==> src/rtl/uart_pkg.sv <==
package uart_pkg;
  typedef enum logic [1:0] {
    RX_IDLE,
    RX_START,
    RX_DATA,
    RX_STOP
  } rx_state_t;
endpackage

==> src/rtl/tick_src.sv <==
module tick_src #(
  parameter int PRE_W   = 6,
  parameter int TMR_W   = 8,
  parameter int FIX_DIV = 8
) (
  input  logic             clk,
  input  logic             rst,
  input  logic [PRE_W-1:0] pre_val,
  input  logic [TMR_W-1:0] tmr_val,
  output logic             eoc
);
  localparam int FIX_W = (FIX_DIV > 1) ? $clog2(FIX_DIV) : 1;

  logic [FIX_W-1:0] fix_cnt;
  logic [PRE_W-1:0] pre_cnt;
  logic [TMR_W-1:0] tmr_cnt;
  logic fix_hit, pre_hit, tmr_hit;

  // each stage advances only when the stage before it wraps
  assign fix_hit = (fix_cnt == FIX_W'(FIX_DIV - 1));
  assign pre_hit = fix_hit && (pre_cnt == pre_val - 1'b1);
  assign tmr_hit = pre_hit && (tmr_cnt == tmr_val - 1'b1);

  always_ff @(posedge clk) begin
    if (rst) begin
      fix_cnt <= '0;
      pre_cnt <= '0;
      tmr_cnt <= '0;
      eoc     <= 1'b0;
    end else begin
      fix_cnt <= fix_hit ? '0 : fix_cnt + 1'b1;
      if (fix_hit) pre_cnt <= pre_hit ? '0 : pre_cnt + 1'b1;
      if (pre_hit) tmr_cnt <= tmr_hit ? '0 : tmr_cnt + 1'b1;
      eoc <= tmr_hit;
    end
  end
endmodule

==> src/rtl/uart_tx.sv <==
module uart_tx #(
  parameter int DATA_W = 8,
  parameter int OVS    = 16
) (
  input  logic              clk,
  input  logic              rst,
  input  logic              en,
  input  logic              par_en,
  input  logic              tick,
  input  logic              wr,
  input  logic [DATA_W-1:0] wdata,
  output logic              tx_pin,
  output logic              busy,
  output logic              done
);
  localparam int FRAME = DATA_W + 2;
  localparam int CNT_W = $clog2(OVS);
  localparam int IDX_W = $clog2(FRAME);

  logic [DATA_W-1:0] hold;
  logic              pend;
  logic [FRAME-1:0]  shreg;
  logic [CNT_W-1:0]  cnt;
  logic [IDX_W-1:0]  idx;

  function automatic logic [FRAME-1:0] build(input logic [DATA_W-1:0] d, input logic p);
    logic [DATA_W-1:0] b;
    b = d;
    if (p) b[DATA_W-1] = ~^d[DATA_W-2:0];
    return {1'b1, b, 1'b0};
  endfunction

  always_ff @(posedge clk) begin
    if (rst) begin
      hold   <= '0;
      pend   <= 1'b0;
      shreg  <= '1;
      cnt    <= '0;
      idx    <= '0;
      tx_pin <= 1'b1;
      busy   <= 1'b0;
      done   <= 1'b0;
    end else begin
      done <= 1'b0;
      if (!en) begin
        busy   <= 1'b0;
        tx_pin <= 1'b1;
      end else if (!busy) begin
        tx_pin <= 1'b1;
        if (pend) begin
          shreg  <= build(hold, par_en) >> 1;
          tx_pin <= 1'b0;
          busy   <= 1'b1;
          cnt    <= '0;
          idx    <= '0;
          pend   <= 1'b0;
        end
      end else if (tick) begin
        if (cnt == CNT_W'(OVS - 1)) begin
          cnt <= '0;
          if (idx == IDX_W'(FRAME - 1)) begin
            busy   <= 1'b0;
            done   <= 1'b1;
            tx_pin <= 1'b1;
          end else begin
            idx    <= idx + 1'b1;
            tx_pin <= shreg[0];
            shreg  <= {1'b1, shreg[FRAME-1:1]};
          end
        end else begin
          cnt <= cnt + 1'b1;
        end
      end
      // a write wins over the launch clear in the same cycle
      if (wr) begin
        hold <= wdata;
        pend <= 1'b1;
      end
    end
  end
endmodule

==> src/rtl/uart_rx.sv <==
module uart_rx
  import uart_pkg::*;
#(
  parameter int DATA_W = 8,
  parameter int OVS    = 16
) (
  input  logic              clk,
  input  logic              rst,
  input  logic              en,
  input  logic              par_en,
  input  logic              tick,
  input  logic              rx_in,
  output logic [DATA_W-1:0] data,
  output logic              perr,
  output logic              done
);
  localparam int CNT_W = $clog2(OVS);
  localparam int MID   = OVS / 2;
  localparam int IDX_W = $clog2(DATA_W);

  rx_state_t         state;
  logic              s1, s2, prev;
  logic [CNT_W-1:0]  cnt;
  logic [IDX_W-1:0]  idx;
  logic [DATA_W-1:0] shreg;
  logic              mid_hit;

  assign mid_hit = tick && (cnt == CNT_W'(MID - 1));

  always_ff @(posedge clk) begin
    if (rst) begin
      state <= RX_IDLE;
      s1    <= 1'b1;
      s2    <= 1'b1;
      prev  <= 1'b1;
      cnt   <= '0;
      idx   <= '0;
      shreg <= '0;
      data  <= '0;
      perr  <= 1'b0;
      done  <= 1'b0;
    end else begin
      done <= 1'b0;
      s1   <= rx_in;
      s2   <= s1;
      prev <= s2;
      if (tick) cnt <= (cnt == CNT_W'(OVS - 1)) ? '0 : cnt + 1'b1;
      if (!en) begin
        state <= RX_IDLE;
      end else begin
        case (state)
          RX_IDLE: begin
            if (prev && !s2) begin
              state <= RX_START;
              cnt   <= '0;
            end
          end
          RX_START: begin
            if (mid_hit) begin
              state <= s2 ? RX_IDLE : RX_DATA;
              idx   <= '0;
            end
          end
          RX_DATA: begin
            if (mid_hit) begin
              shreg <= {s2, shreg[DATA_W-1:1]};
              idx   <= idx + 1'b1;
              if (idx == IDX_W'(DATA_W - 1)) state <= RX_STOP;
            end
          end
          default: begin
            if (mid_hit) begin
              state <= RX_IDLE;
              done  <= 1'b1;
              if (par_en) begin
                data <= {1'b0, shreg[DATA_W-2:0]};
                perr <= ~^shreg;
              end else begin
                data <= shreg;
                perr <= 1'b0;
              end
            end
          end
        endcase
      end
    end
  end
endmodule

==> src/rtl/timer_uart.sv <==
module timer_uart #(
  parameter int PRE_W   = 6,
  parameter int TMR_W   = 8,
  parameter int DATA_W  = 8,
  parameter int OVS     = 16,
  parameter int MODE_W  = 8,
  parameter int EN_BIT  = 6,
  parameter int PAR_BIT = 7
) (
  input  logic              clk,
  input  logic              rst,
  input  logic [PRE_W-1:0]  pre_val,
  input  logic [TMR_W-1:0]  tmr_val,
  input  logic              mode_we,
  input  logic [MODE_W-1:0] mode_wdata,
  input  logic              sio_we,
  input  logic [DATA_W-1:0] sio_wdata,
  output logic [DATA_W-1:0] sio_rdata,
  input  logic              ser_in,
  output logic              ser_out,
  output logic              timer_irq,
  output logic              rx_irq,
  output logic              tx_irq,
  output logic              rx_perr
);
  logic              ser_en, par_en, mode_unused;
  logic              eoc, ser_tick, tx_busy;
  logic [DATA_W-1:0] rx_byte;
  logic [DATA_W-1:0] rdata_q;
  logic              timer_irq_q;

  assign mode_unused = ^mode_wdata;
  assign ser_tick    = eoc & ser_en;

  always_ff @(posedge clk) begin
    if (rst) begin
      ser_en      <= 1'b0;
      par_en      <= 1'b0;
      timer_irq_q <= 1'b0;
      rdata_q     <= '0;
    end else begin
      if (mode_we) begin
        ser_en <= mode_wdata[EN_BIT];
        par_en <= mode_wdata[PAR_BIT];
      end
      timer_irq_q <= eoc & ~ser_en;
      rdata_q     <= rx_byte;
    end
  end

  tick_src #(.PRE_W(PRE_W), .TMR_W(TMR_W), .FIX_DIV(8)) u_tick (
    .clk(clk), .rst(rst), .pre_val(pre_val), .tmr_val(tmr_val), .eoc(eoc)
  );

  uart_tx #(.DATA_W(DATA_W), .OVS(OVS)) u_tx (
    .clk(clk), .rst(rst), .en(ser_en), .par_en(par_en), .tick(ser_tick),
    .wr(sio_we), .wdata(sio_wdata), .tx_pin(ser_out), .busy(tx_busy), .done(tx_irq)
  );

  uart_rx #(.DATA_W(DATA_W), .OVS(OVS)) u_rx (
    .clk(clk), .rst(rst), .en(ser_en), .par_en(par_en), .tick(ser_tick),
    .rx_in(ser_in), .data(rx_byte), .perr(rx_perr), .done(rx_irq)
  );

  assign sio_rdata = rdata_q;
  assign timer_irq = timer_irq_q;
endmodule

==> config.mk <==
export PLATFORM = sky130hd
export DESIGN_NAME = timer_uart
export DESIGN_NICKNAME = d
export VERILOG_FILES = /design/src/rtl/uart_pkg.sv /design/src/rtl/tick_src.sv /design/src/rtl/uart_tx.sv /design/src/rtl/uart_rx.sv /design/src/rtl/timer_uart.sv
export SDC_FILE = /design/constraint.sdc
export NUM_CORES = 1
export LEC_CHECK = 0
export ABC_AREA = 1
export BUFFER_PORTS_ARGS = -buffer_cell sky130_fd_sc_hd__buf_2
export CORE_AREA = 2 2 99 101
export DETAILED_ROUTE_END_ITERATION = 8
export DIE_AREA = 0 0 101 103
export GPL_TIMING_DRIVEN = 0
export PLACE_DENSITY = 0.76
export SYNTH_ARGS = -nofsm -noshare
export SYNTH_HDL_FRONTEND = slang
export SYNTH_SLANG_ARGS = --single-unit
==> constraint.sdc <==
create_clock -name clk -period 2.1 [get_ports clk]
set_input_delay 0.42 -clock clk [delete_from_list [all_inputs] [get_ports clk]]
set_output_delay 0.42 -clock clk [all_outputs]
set_load 0.005 [all_outputs]
==> flow_metrics.env, run 1 <==
export IMPL_cp_startpoint="u_tick.fix_cnt[0]$_SDFF_PP0_"
export IMPL_cts_sinks=89
export IMPL_wl_mm=8.63
export IMPL_cts_clk_slew_worst_paths_ns=0.09
export IMPL_num_rows=36
export IMPL_clock_root_buffer="clkbuf_8"
export IMPL_final_nets=682
export IMPL_wl_per_cell_um=11.4
export IMPL_ys_ff_latch=89
export IMPL_hold_viol=0
export IMPL_timing_final_crit_share_pct=88.7
export IMPL_power_frac_comb_pct=7.5
export IMPL_cts_buffers=9
export IMPL_intPower_mw=2.49
export IMPL_place_worst_setup_slack_ns=0.0515
export IMPL_max_freq_mhz=537
export IMPL_dr_pass1_iters=4
export IMPL_drive_gt1_share_pct=13.6
export IMPL_fp_dieH_um=103
export IMPL_whs_path_depth=2
export IMPL_place_congestion=0.853
export IMPL_p_leak_nw=2.12
export IMPL_initial_core_util_pct=44.6
export IMPL_cp_arrival_ns=2.12
export IMPL_crit_path_max_fanout=7
export IMPL_tightest_slew_ns=0.524
export IMPL_required_ns=2.35
export IMPL_cts_max_path_buffers=2
export IMPL_rr_worst_depth=11
export IMPL_cp_start_kind="flop"
export IMPL_cts_tree="built"
export IMPL_route_detailed_drc=0
export IMPL_synth_async_sr_flop_share_pct=0
export IMPL_avgSynthCellArea_um2=7.22
export IMPL_syn_cell_area_um2=4210
export IMPL_antenna_found_initial=0
export IMPL_status="completed"
export IMPL_drv_slew=0
export IMPL_io_pins=48
export IMPL_endpoint_kind="flop"
export IMPL_maxSlewHeadroom_pct=65.1
export IMPL_fp_coreArea_um2=9460
export IMPL_setup_ws_ns=0.236
export IMPL_grt_use_total_pct=17.4
export IMPL_tns_ns=0
export IMPL_worstSetupPathType="reg -> reg"
export IMPL_p_sw_mw=0.799
export IMPL_synth_distinct_cells=37
export IMPL_worstHoldStart="ser_in"
export IMPL_synth_nets=631
export IMPL_post_route_min_period_ns=1.86
export IMPL_synth_main_ff_cell="dfxtp_1"
export IMPL_post_cts_buffers=0
export IMPL_seq_area_frac_synth_pct=42.3
export IMPL_setup_violations=0
export IMPL_dieArea_um2=10400
export IMPL_synthToLayoutAreaGrowth_pct=13.5
export IMPL_powerDensity_nw_per_um2=689
export IMPL_drt_initial_drc_count=188
export IMPL_diodes=0
export IMPL_maxCapViolations=0
export IMPL_min_path_type="in -> reg"
export IMPL_power_frac_clock_pct=39.6
export IMPL_nFillCells=930
export IMPL_synth_edf_count=0
export IMPL_p_sw_share_pct=24.3
export IMPL_finClkSkew_ns=0.0124
export IMPL_post_cts_resized=0
export IMPL_ctsHoldBuffers=0
export IMPL_rsz0062_at_grt="no"
export IMPL_yosys_warnings=0
export IMPL_ant_nets=0
export IMPL_r2r_start="u_tick.fix_cnt[0]$_SDFF_PP0_"
export IMPL_seqPwrFrac_pct=52.9
export IMPL_ir_drop_v=0.000454
export IMPL_grt_pass1_wl_mm=14.4
export IMPL_grt_max_degree=17
export IMPL_syn_inst=584
export IMPL_grt_ovfl_total=0
export IMPL_io_buffers=40
export IMPL_die_w_um=101
export IMPL_avgViaCountPerCell=4.98
export IMPL_grt_pass1_vias=3394
export IMPL_dp_hpwl_mm=6.55
export IMPL_clock_latency_ns=0.37
export IMPL_vias=3757
export IMPL_cts_max_level=3
cells in the final DEF, fill, tap and decap left out, types with 4 or more instances in the layout:
cell type	n
nand2_1	129
nor2_1	94
dfxtp_1	89
inv_1	63
buf_2	43
o21ai_0	36
a21oi_1	36
nand3_1	23
xor2_1	17
ha_1	12
xnor2_1	11
clkbuf_8	9
nor3_1	8
clkbuf_1	7
inv_2	6
nor2_2	6
o311ai_1	6
nand2_2	5
nand4_1	4
logic make-up after synthesis:
kind of cell               count (synthesis)  share of synthesized area, %
buffers and inverters                     83                          7.66
and+or+nand+nor                          280                          28.4
adders and majority gates                 12                          3.56
AOI/OAI and AO/OA                         92                          12.3
DFF                                       89                          42.3
xor gates and xnor gates                  28                          5.82
registers in the layout, summed over array words and instances, names as in the netlist, 2 cells and up:
| register | flops |
|---|---|
| sio_rdata | 8 |
| u_rx.cnt | 4 |
| u_rx.data | 8 |
| u_rx.idx | 3 |
| u_rx.shreg | 8 |
| u_rx.state | 2 |
| u_tick.fix_cnt | 3 |
| u_tick.pre_cnt | 6 |
| u_tick.tmr_cnt | 8 |
| u_tx.cnt | 4 |
| u_tx.hold | 8 |
| u_tx.idx | 4 |
| u_tx.shreg | 10 |
synthesized netlist by cell type (all sizes together) (6+ instances only):
master  count  share of area, %
nand3      25               3.6
clkbuf      7              0.62
xnor2      11               2.3
buf         6              0.80
inv        69               6.1
xor2       17               3.5
o21ai      38               4.5
dfxtp      89                42
nand2     134                12
nor3        9               1.2
nor2      101               9.5
o311ai      6               1.2
ha         12               3.6
a21oi      37               4.5
layout make-up:
| type | count | area (um2) | area share, % |
|---|---|---|---|
| multi-input combinational | 412 | 2110 | 44.1 |
| sequential | 89 | 1780 | 37.3 |
| inverter | 70 | 263 | 5.50 |
| timing repair buffer | 40 | 200 | 4.19 |
| tap | 114 | 143 | 2.98 |
| clock buffer | 9 | 124 | 2.59 |
| clock inverter | 7 | 100 | 2.09 |
| buffer | 13 | 60.1 | 1.26 |
stage by stage:
stage          hold slack [ns]  utilization, %  instance area, um2  power, mW  std cells
2_1_floorplan            0.389               -                4210       1.94        584
6_report                 0.264            50.5                4780       3.29        754
3_3_place_gp             0.395            48.2                4560       2.02        738
3_5_place_dp             0.395            48.2                4560       2.03        738
5_1_grt                  0.249            50.5                4780       3.42        754
4_1_cts                  0.248            50.5                4780       3.33        754
power by group through the flow:
stage          Clock (mW)  Sequential (mW)  Combinational, mW
4_1_cts              1.34             1.74              0.249
2_1_floorplan           0             1.77              0.172
3_5_place_dp            0             1.78              0.248
3_3_place_gp            0             1.78              0.240
5_1_grt              1.39             1.74              0.285
6_report             1.30             1.74              0.247
layer usage:
layer	vias up	routed length, um	GRT usage [%]
met4	0	97	6.76
met2	73	4330	32.1
met3	11	391	3.46
li1	1963	-	-
met1	1710	3810	19.7
met5	-	0	0
worst max-delay path, stage by stage (launching register included):
cell and delay, ns:
dfxtp_1 0.35, ha_1 0.15, ha_1 0.26, nand2_2 0.10, nand2_1 0.08, nand4_2 0.10
nor2_2 0.17, nand3_4 0.15, nor2_2 0.12, nand2_2 0.09, nand2_2 0.13, o21ai_1 0.07
path summary, 6_finish.rpt:
kind,endpoint,slack [ns]
worst max-delay path,u_tick.tmr_cnt[1]$_SDFFE_PP0N_,0.24
worst min-delay path,u_rx.s1$_SDFF_PP1_,0.26
worst max register to register,u_tick.tmr_cnt[1]$_SDFFE_PP0N_,0.24
worst min register to register,u_rx.s2$_SDFF_PP1_,0.41
No activity file was read; power rests on OpenSTA's default activity.
==> run 2, diff against run 1 <==
==> constraint.sdc (replaced) <==
create_clock -name clk -period 2.1 [get_ports clk]
set_input_delay 0.105 -clock clk [delete_from_list [all_inputs] [get_ports clk]]
set_output_delay 0.105 -clock clk [all_outputs]
set_load 0.005 [all_outputs]
==> flow_metrics.env, run 2 (synthesis gave the netlist of run 1 again) <==
export IMPL_drive_gt1_share_pct=13.4
export IMPL_post_cts_buffers=0
export IMPL_diodes=0
export IMPL_post_route_min_period_ns=1.88
export IMPL_cts_tree="built"
export IMPL_r2r_end="u_tick.tmr_cnt[1]$_SDFFE_PP0N_"
export IMPL_cts_max_path_buffers=2
export IMPL_num_rows=36
export IMPL_ctsHoldBuffers=8
export IMPL_wl_per_cell_um=11.5
export IMPL_ant_nets=0
export IMPL_cts_clk_slew_worst_paths_ns=0.09
export IMPL_instances_no_fill=762
export IMPL_fp_dieH_um=103
export IMPL_dp_hpwl_mm=6.55
export IMPL_grt_pass1_vias=3454
export IMPL_status="completed"
export IMPL_synthToLayoutAreaGrowth_pct=15.4
export IMPL_largest_register_ffs=10
export IMPL_rsz0062_at_grt="no"
export IMPL_rr_worst_depth=11
export IMPL_clock_latency_ns=0.37
export IMPL_maxCapViolations=0
export IMPL_die_w_um=101
export IMPL_min_path_type="in -> reg"
export IMPL_final_common_cell="nand2_1"
export IMPL_p_sw_mw=0.803
export IMPL_io_buffers=40
export IMPL_place_inst=738
export IMPL_cp_arrival_ns=2.13
export IMPL_power_frac_clock_pct=39.5
export IMPL_maxSlewHeadroom_pct=64.9
export IMPL_vias=3796
export IMPL_drv_slew=0
export IMPL_max_freq_mhz=532
export IMPL_clock_root_buffer="clkbuf_8"
export IMPL_cp_start_kind="flop"
export IMPL_p_sw_share_pct=24.3
export IMPL_fin_area_um2=4860
export IMPL_finalPower_mw=3.31
export IMPL_route_detailed_drc=0
export IMPL_power_frac_comb_pct=7.8
export IMPL_wl_mm=8.75
export IMPL_worstHoldStart="mode_we"
export IMPL_hold_viol=0
export IMPL_antenna_found_initial=0
export IMPL_dr_pass1_iters=5
export IMPL_grt_use_total_pct=17.6
export IMPL_timing_final_crit_share_pct=89.4
export IMPL_final_nets=690
export IMPL_powerDensity_nw_per_um2=680
export IMPL_tightest_slew_ns=0.526
export IMPL_whs_path_depth=3
export IMPL_cts_sinks=89
export IMPL_grt_pass1_wl_mm=14.6
export IMPL_cts_max_level=3
export IMPL_cts_buffers=9
export IMPL_p_leak_nw=2.15
export IMPL_ir_drop_v=0.000461
export IMPL_largest_register="u_tx.shreg"
export IMPL_io_pins=48
export IMPL_setup_violations=0
export IMPL_r2r_start="u_tick.fix_cnt[0]$_SDFF_PP0_"
export IMPL_endpoint_kind="flop"
export IMPL_grt_max_degree=17
export IMPL_finClkSkew_ns=0.0130
export IMPL_required_ns=2.35
export IMPL_final_cell_mix="nand2_1 (129), nor2_1 (94), dfxtp_1 (89), inv_1 (63), buf_2 (43)"
export IMPL_post_cts_resized=0
export IMPL_placed_area_um2=4560
export IMPL_tns_ns=0
export IMPL_drt_initial_drc_count=179
export IMPL_avgViaCountPerCell=4.98
export IMPL_worstSetupPathType="reg -> reg"
export IMPL_place_congestion=0.853
export IMPL_grt_ovfl_total=0
export IMPL_seqPwrFrac_pct=52.6
export IMPL_dieArea_um2=10400
export IMPL_fp_coreArea_um2=9460
export IMPL_intPower_mw=2.50
export IMPL_reg2reg_setup_slack_ns=0.22
export IMPL_hold_end="ser_en$_SDFFE_PP0P_"
export IMPL_crit_path_max_fanout=7
export IMPL_initial_core_util_pct=44.6
export IMPL_nFillCells=923
==> run 2: changes by cell type in the layout (fill, tap and decap cells not counted), sizes merged <==
cell / before / now
dlygate4sd3: 0 / 8
==> run 2: metrics by stage <==
stage                     setup slack, ns  utilization [%]  hold slack (ns)
final                               0.222             51.4           0.0254
after global placement              0.288             48.2            0.315
after CTS                           0.209             51.4           0.0112
after detailed placement            0.228             48.2            0.318
after floorplan                     0.465                -            0.209
after global routing               0.0546             51.4           0.0512
==> run 2: power groups by stage <==
stage / logic (mW) / registers [mW] / clock network, mW
floorplan: 0.172 / 1.77 / 0
global placement: 0.240 / 1.78 / 0
detailed placement: 0.248 / 1.78 / 0
CTS: 0.260 / 1.74 / 1.34
global route: 0.297 / 1.74 / 1.39
finish: 0.259 / 1.74 / 1.31
==> run 2: area by class of cell <==
type	count	area (um2)	area share, %
clock inverters	7	100	2.06
flip-flops and latches	89	1780	36.7
plain buffers	13	60.1	1.24
multi-input cells	412	2110	43.4
clock buffers	9	124	2.55
well taps	114	143	2.93
inverters	70	263	5.41
repair buffers	48	280	5.77
==> run 2: worst max-delay path, stage by stage, from the launching register on <==
cell	delay, ns
dfxtp_1	0.35
ha_1	0.15
ha_1	0.26
nand2_2	0.10
nand2_1	0.08
nand4_2	0.10
nor2_2	0.17
nand3_4	0.15
nor2_2	0.12
nand2_2	0.09
nand2_2	0.13
o21ai_1	0.08
==> run 2: worst max path at each step <==
stage	startpoint	end	slack, ns	cells past startpoint
floorplan	u_tick.fix_cnt[0]$_SDFF_PP0_	u_tick.tmr_cnt[1]$_SDFFE_PP0N_	0.47	11
finish	u_tick.fix_cnt[0]$_SDFF_PP0_	u_tick.tmr_cnt[1]$_SDFFE_PP0N_	0.22	11
detailed placement	u_tick.fix_cnt[0]$_SDFF_PP0_	u_tick.tmr_cnt[1]$_SDFFE_PP0N_	0.23	11
global placement	u_tick.fix_cnt[0]$_SDFF_PP0_	u_tick.tmr_cnt[1]$_SDFFE_PP0N_	0.29	11
global route	u_tick.fix_cnt[0]$_SDFF_PP0_	u_tick.tmr_cnt[1]$_SDFFE_PP0N_	0.05	11
CTS	u_tick.fix_cnt[0]$_SDFF_PP0_	u_tick.tmr_cnt[1]$_SDFFE_PP0N_	0.21	11
==> run 2: per-layer routing <==
metal | routed length, um | GRT usage, % | vias up
li1 | - | - | 1980
met1 | 3840 | 19.7 | 1731
met2 | 4430 | 33.0 | 74
met3 | 387 | 3.46 | 11
met4 | 95 | 6.76 | 0
met5 | 0 | 0 | -
==> run 3, diff against run 2 <==
- CORE_AREA: 2 2 99 101 -> 2 2 95 97
- DIE_AREA: 0 0 101 103 -> 0 0 97 99
- PLACE_DENSITY: 0.76 -> 0.81
==> flow_metrics.env, run 3 (synthesis gave the netlist of run 1 again) <==
export IMPL_status="completed"
export IMPL_ant_nets=0
export IMPL_synthToLayoutAreaGrowth_pct=14.7
export IMPL_clock_root_buffer="clkbuf_8"
export IMPL_io_buffers=40
export IMPL_required_ns=2.35
export IMPL_antenna_found_initial=0
export IMPL_worstHoldStart="mode_we"
export IMPL_route_detailed_drc=0
export IMPL_r2r_start="u_tick.fix_cnt[0]$_SDFF_PP0_"
export IMPL_powerDensity_nw_per_um2=662
export IMPL_drv_slew=0
export IMPL_timing_final_crit_share_pct=87.9
export IMPL_cts_clk_slew_worst_paths_ns=0.09
export IMPL_cp_arrival_ns=2.10
export IMPL_largest_register="u_tx.shreg"
export IMPL_place_congestion=0.857
export IMPL_p_leak_nw=2.13
export IMPL_wl_per_cell_um=11.9
export IMPL_grt_pass1_wl_mm=15.5
export IMPL_cts_max_path_buffers=2
export IMPL_endpoint_kind="flop"
export IMPL_reg2reg_setup_slack_ns=0.25
export IMPL_grt_max_degree=17
export IMPL_dr_pass1_iters=5
export IMPL_io_pins=48
export IMPL_vias=3845
export IMPL_min_path_type="in -> reg"
export IMPL_setup_violations=0
export IMPL_power_frac_clock_pct=37.4
export IMPL_wl_mm=9.01
export IMPL_tightest_slew_ns=0.561
export IMPL_place_inst=732
export IMPL_p_sw_share_pct=25.5
export IMPL_drt_initial_drc_count=201
export IMPL_cts_sinks=89
export IMPL_finalPower_mw=3.20
export IMPL_fp_dieH_um=99
export IMPL_rr_worst_depth=11
export IMPL_largest_register_ffs=10
export IMPL_dp_hpwl_mm=6.64
export IMPL_maxCapViolations=0
export IMPL_finClkSkew_ns=0.00999
export IMPL_grt_use_total_pct=19.4
export IMPL_max_freq_mhz=542
export IMPL_seqPwrFrac_pct=54.4
export IMPL_clock_latency_ns=0.36
export IMPL_nFillCells=798
export IMPL_power_frac_comb_pct=8.2
export IMPL_cts_tree="built"
export IMPL_num_rows=34
export IMPL_diodes=0
export IMPL_final_nets=690
export IMPL_crit_path_max_fanout=7
export IMPL_p_sw_mw=0.816
export IMPL_cts_max_level=3
export IMPL_initial_core_util_pct=49.3
export IMPL_final_cell_mix="nand2_1 (129), nor2_1 (94), dfxtp_1 (89), inv_1 (63), buf_2 (43)"
export IMPL_die_w_um=97
export IMPL_rsz0062_at_grt="no"
export IMPL_avgViaCountPerCell=5.09
export IMPL_maxSlewHeadroom_pct=62.6
export IMPL_whs_path_depth=3
export IMPL_tns_ns=0
export IMPL_drive_gt1_share_pct=13.4
export IMPL_worstSetupPathType="reg -> reg"
export IMPL_hold_viol=0
export IMPL_cts_buffers=9
export IMPL_fp_coreArea_um2=8550
export IMPL_grt_pass1_vias=3694
export IMPL_intPower_mw=2.38
export IMPL_instances_no_fill=756
export IMPL_grt_ovfl_total=0
export IMPL_post_route_min_period_ns=1.85
export IMPL_hold_end="ser_en$_SDFFE_PP0P_"
export IMPL_r2r_end="u_tick.tmr_cnt[1]$_SDFFE_PP0N_"
export IMPL_final_common_cell="nand2_1"
export IMPL_cp_start_kind="flop"
export IMPL_ir_drop_v=0.000446
export IMPL_dieArea_um2=9600
export IMPL_post_cts_buffers=0
-- run 3: cell count changes in the layout (fill, tap and decap cells not counted), sizes merged --
cell / delta
clkinvlp: +3
clkinv: -2
bufinv: -1
-- run 3: timing repair --
action / in CTS / in global routing
gates resized for setup: 0 / 0
endpoints found under the hold margin: 8 / 0
hold buffers: 8 / 0
-- run 3: how the worst max path moves through the flow --
stage / start / endpoint / slack (ns) / cells after the start
floorplan: u_tick.fix_cnt[0]$_SDFF_PP0_ / u_tick.tmr_cnt[1]$_SDFFE_PP0N_ / 0.47 / 11
global placement: u_tick.fix_cnt[0]$_SDFF_PP0_ / u_tick.tmr_cnt[1]$_SDFFE_PP0N_ / 0.30 / 11
detailed placement: u_tick.fix_cnt[0]$_SDFF_PP0_ / u_tick.tmr_cnt[1]$_SDFFE_PP0N_ / 0.26 / 11
CTS: u_tick.fix_cnt[0]$_SDFF_PP0_ / u_tick.tmr_cnt[1]$_SDFFE_PP0N_ / 0.24 / 11
global route: u_tick.fix_cnt[0]$_SDFF_PP0_ / u_tick.tmr_cnt[7]$_SDFFE_PP0N_ / 0.06 / 12
finish: u_tick.fix_cnt[0]$_SDFF_PP0_ / u_tick.tmr_cnt[1]$_SDFFE_PP0N_ / 0.25 / 11
-- run 3: metal layers --
metal	up-vias	global-route usage (%)	routed length, um
li1	1980	-	-
met1	1750	21.7	3830
met2	100	36.2	4600
met3	15	4.89	431
met4	0	5.74	149
met5	-	0	0
-- run 3: critical path: stages, from the launching register on --
cell and delay [ns]:
dfxtp_1 0.35, ha_1 0.15, ha_1 0.25, nand2_2 0.10, nand2_1 0.08, nand4_2 0.10, nor2_2 0.17, nand3_4 0.15
nor2_2 0.12, nand2_2 0.09, nand2_2 0.13, o21ai_1 0.07
-- run 3: area by class of cell --
class	count	area (um2)	share of cell area [%]
clock buffer	9	124	2.56
clock inverter	7	78.8	1.63
timing repair buffer	48	280	5.80
buffer	13	60.1	1.24
sequential	89	1780	36.9
tap	108	135	2.80
inverter	70	263	5.44
multi-input combinational	412	2110	43.7
-- run 3: power groups by stage --
stage                     registers [mW]  clock network, mW  logic (mW)
final                               1.74               1.20       0.261
after global routing                1.75               1.28       0.298
after CTS                           1.74               1.21       0.260
after detailed placement            1.78                  0       0.247
after global placement              1.78                  0       0.237
after floorplan                     1.77                  0       0.172
-- run 3: per-stage QoR --
stage	instance area [um2]	utilization (%)	setup slack (ns)	hold slack, ns
floorplan	4210	-	0.465	0.209
global placement	4550	53.2	0.298	0.314
detailed placement	4550	53.2	0.259	0.318
CTS	4830	56.5	0.240	0.0148
global route	4830	56.5	0.0555	0.0323
finish	4830	56.5	0.254	0.0198
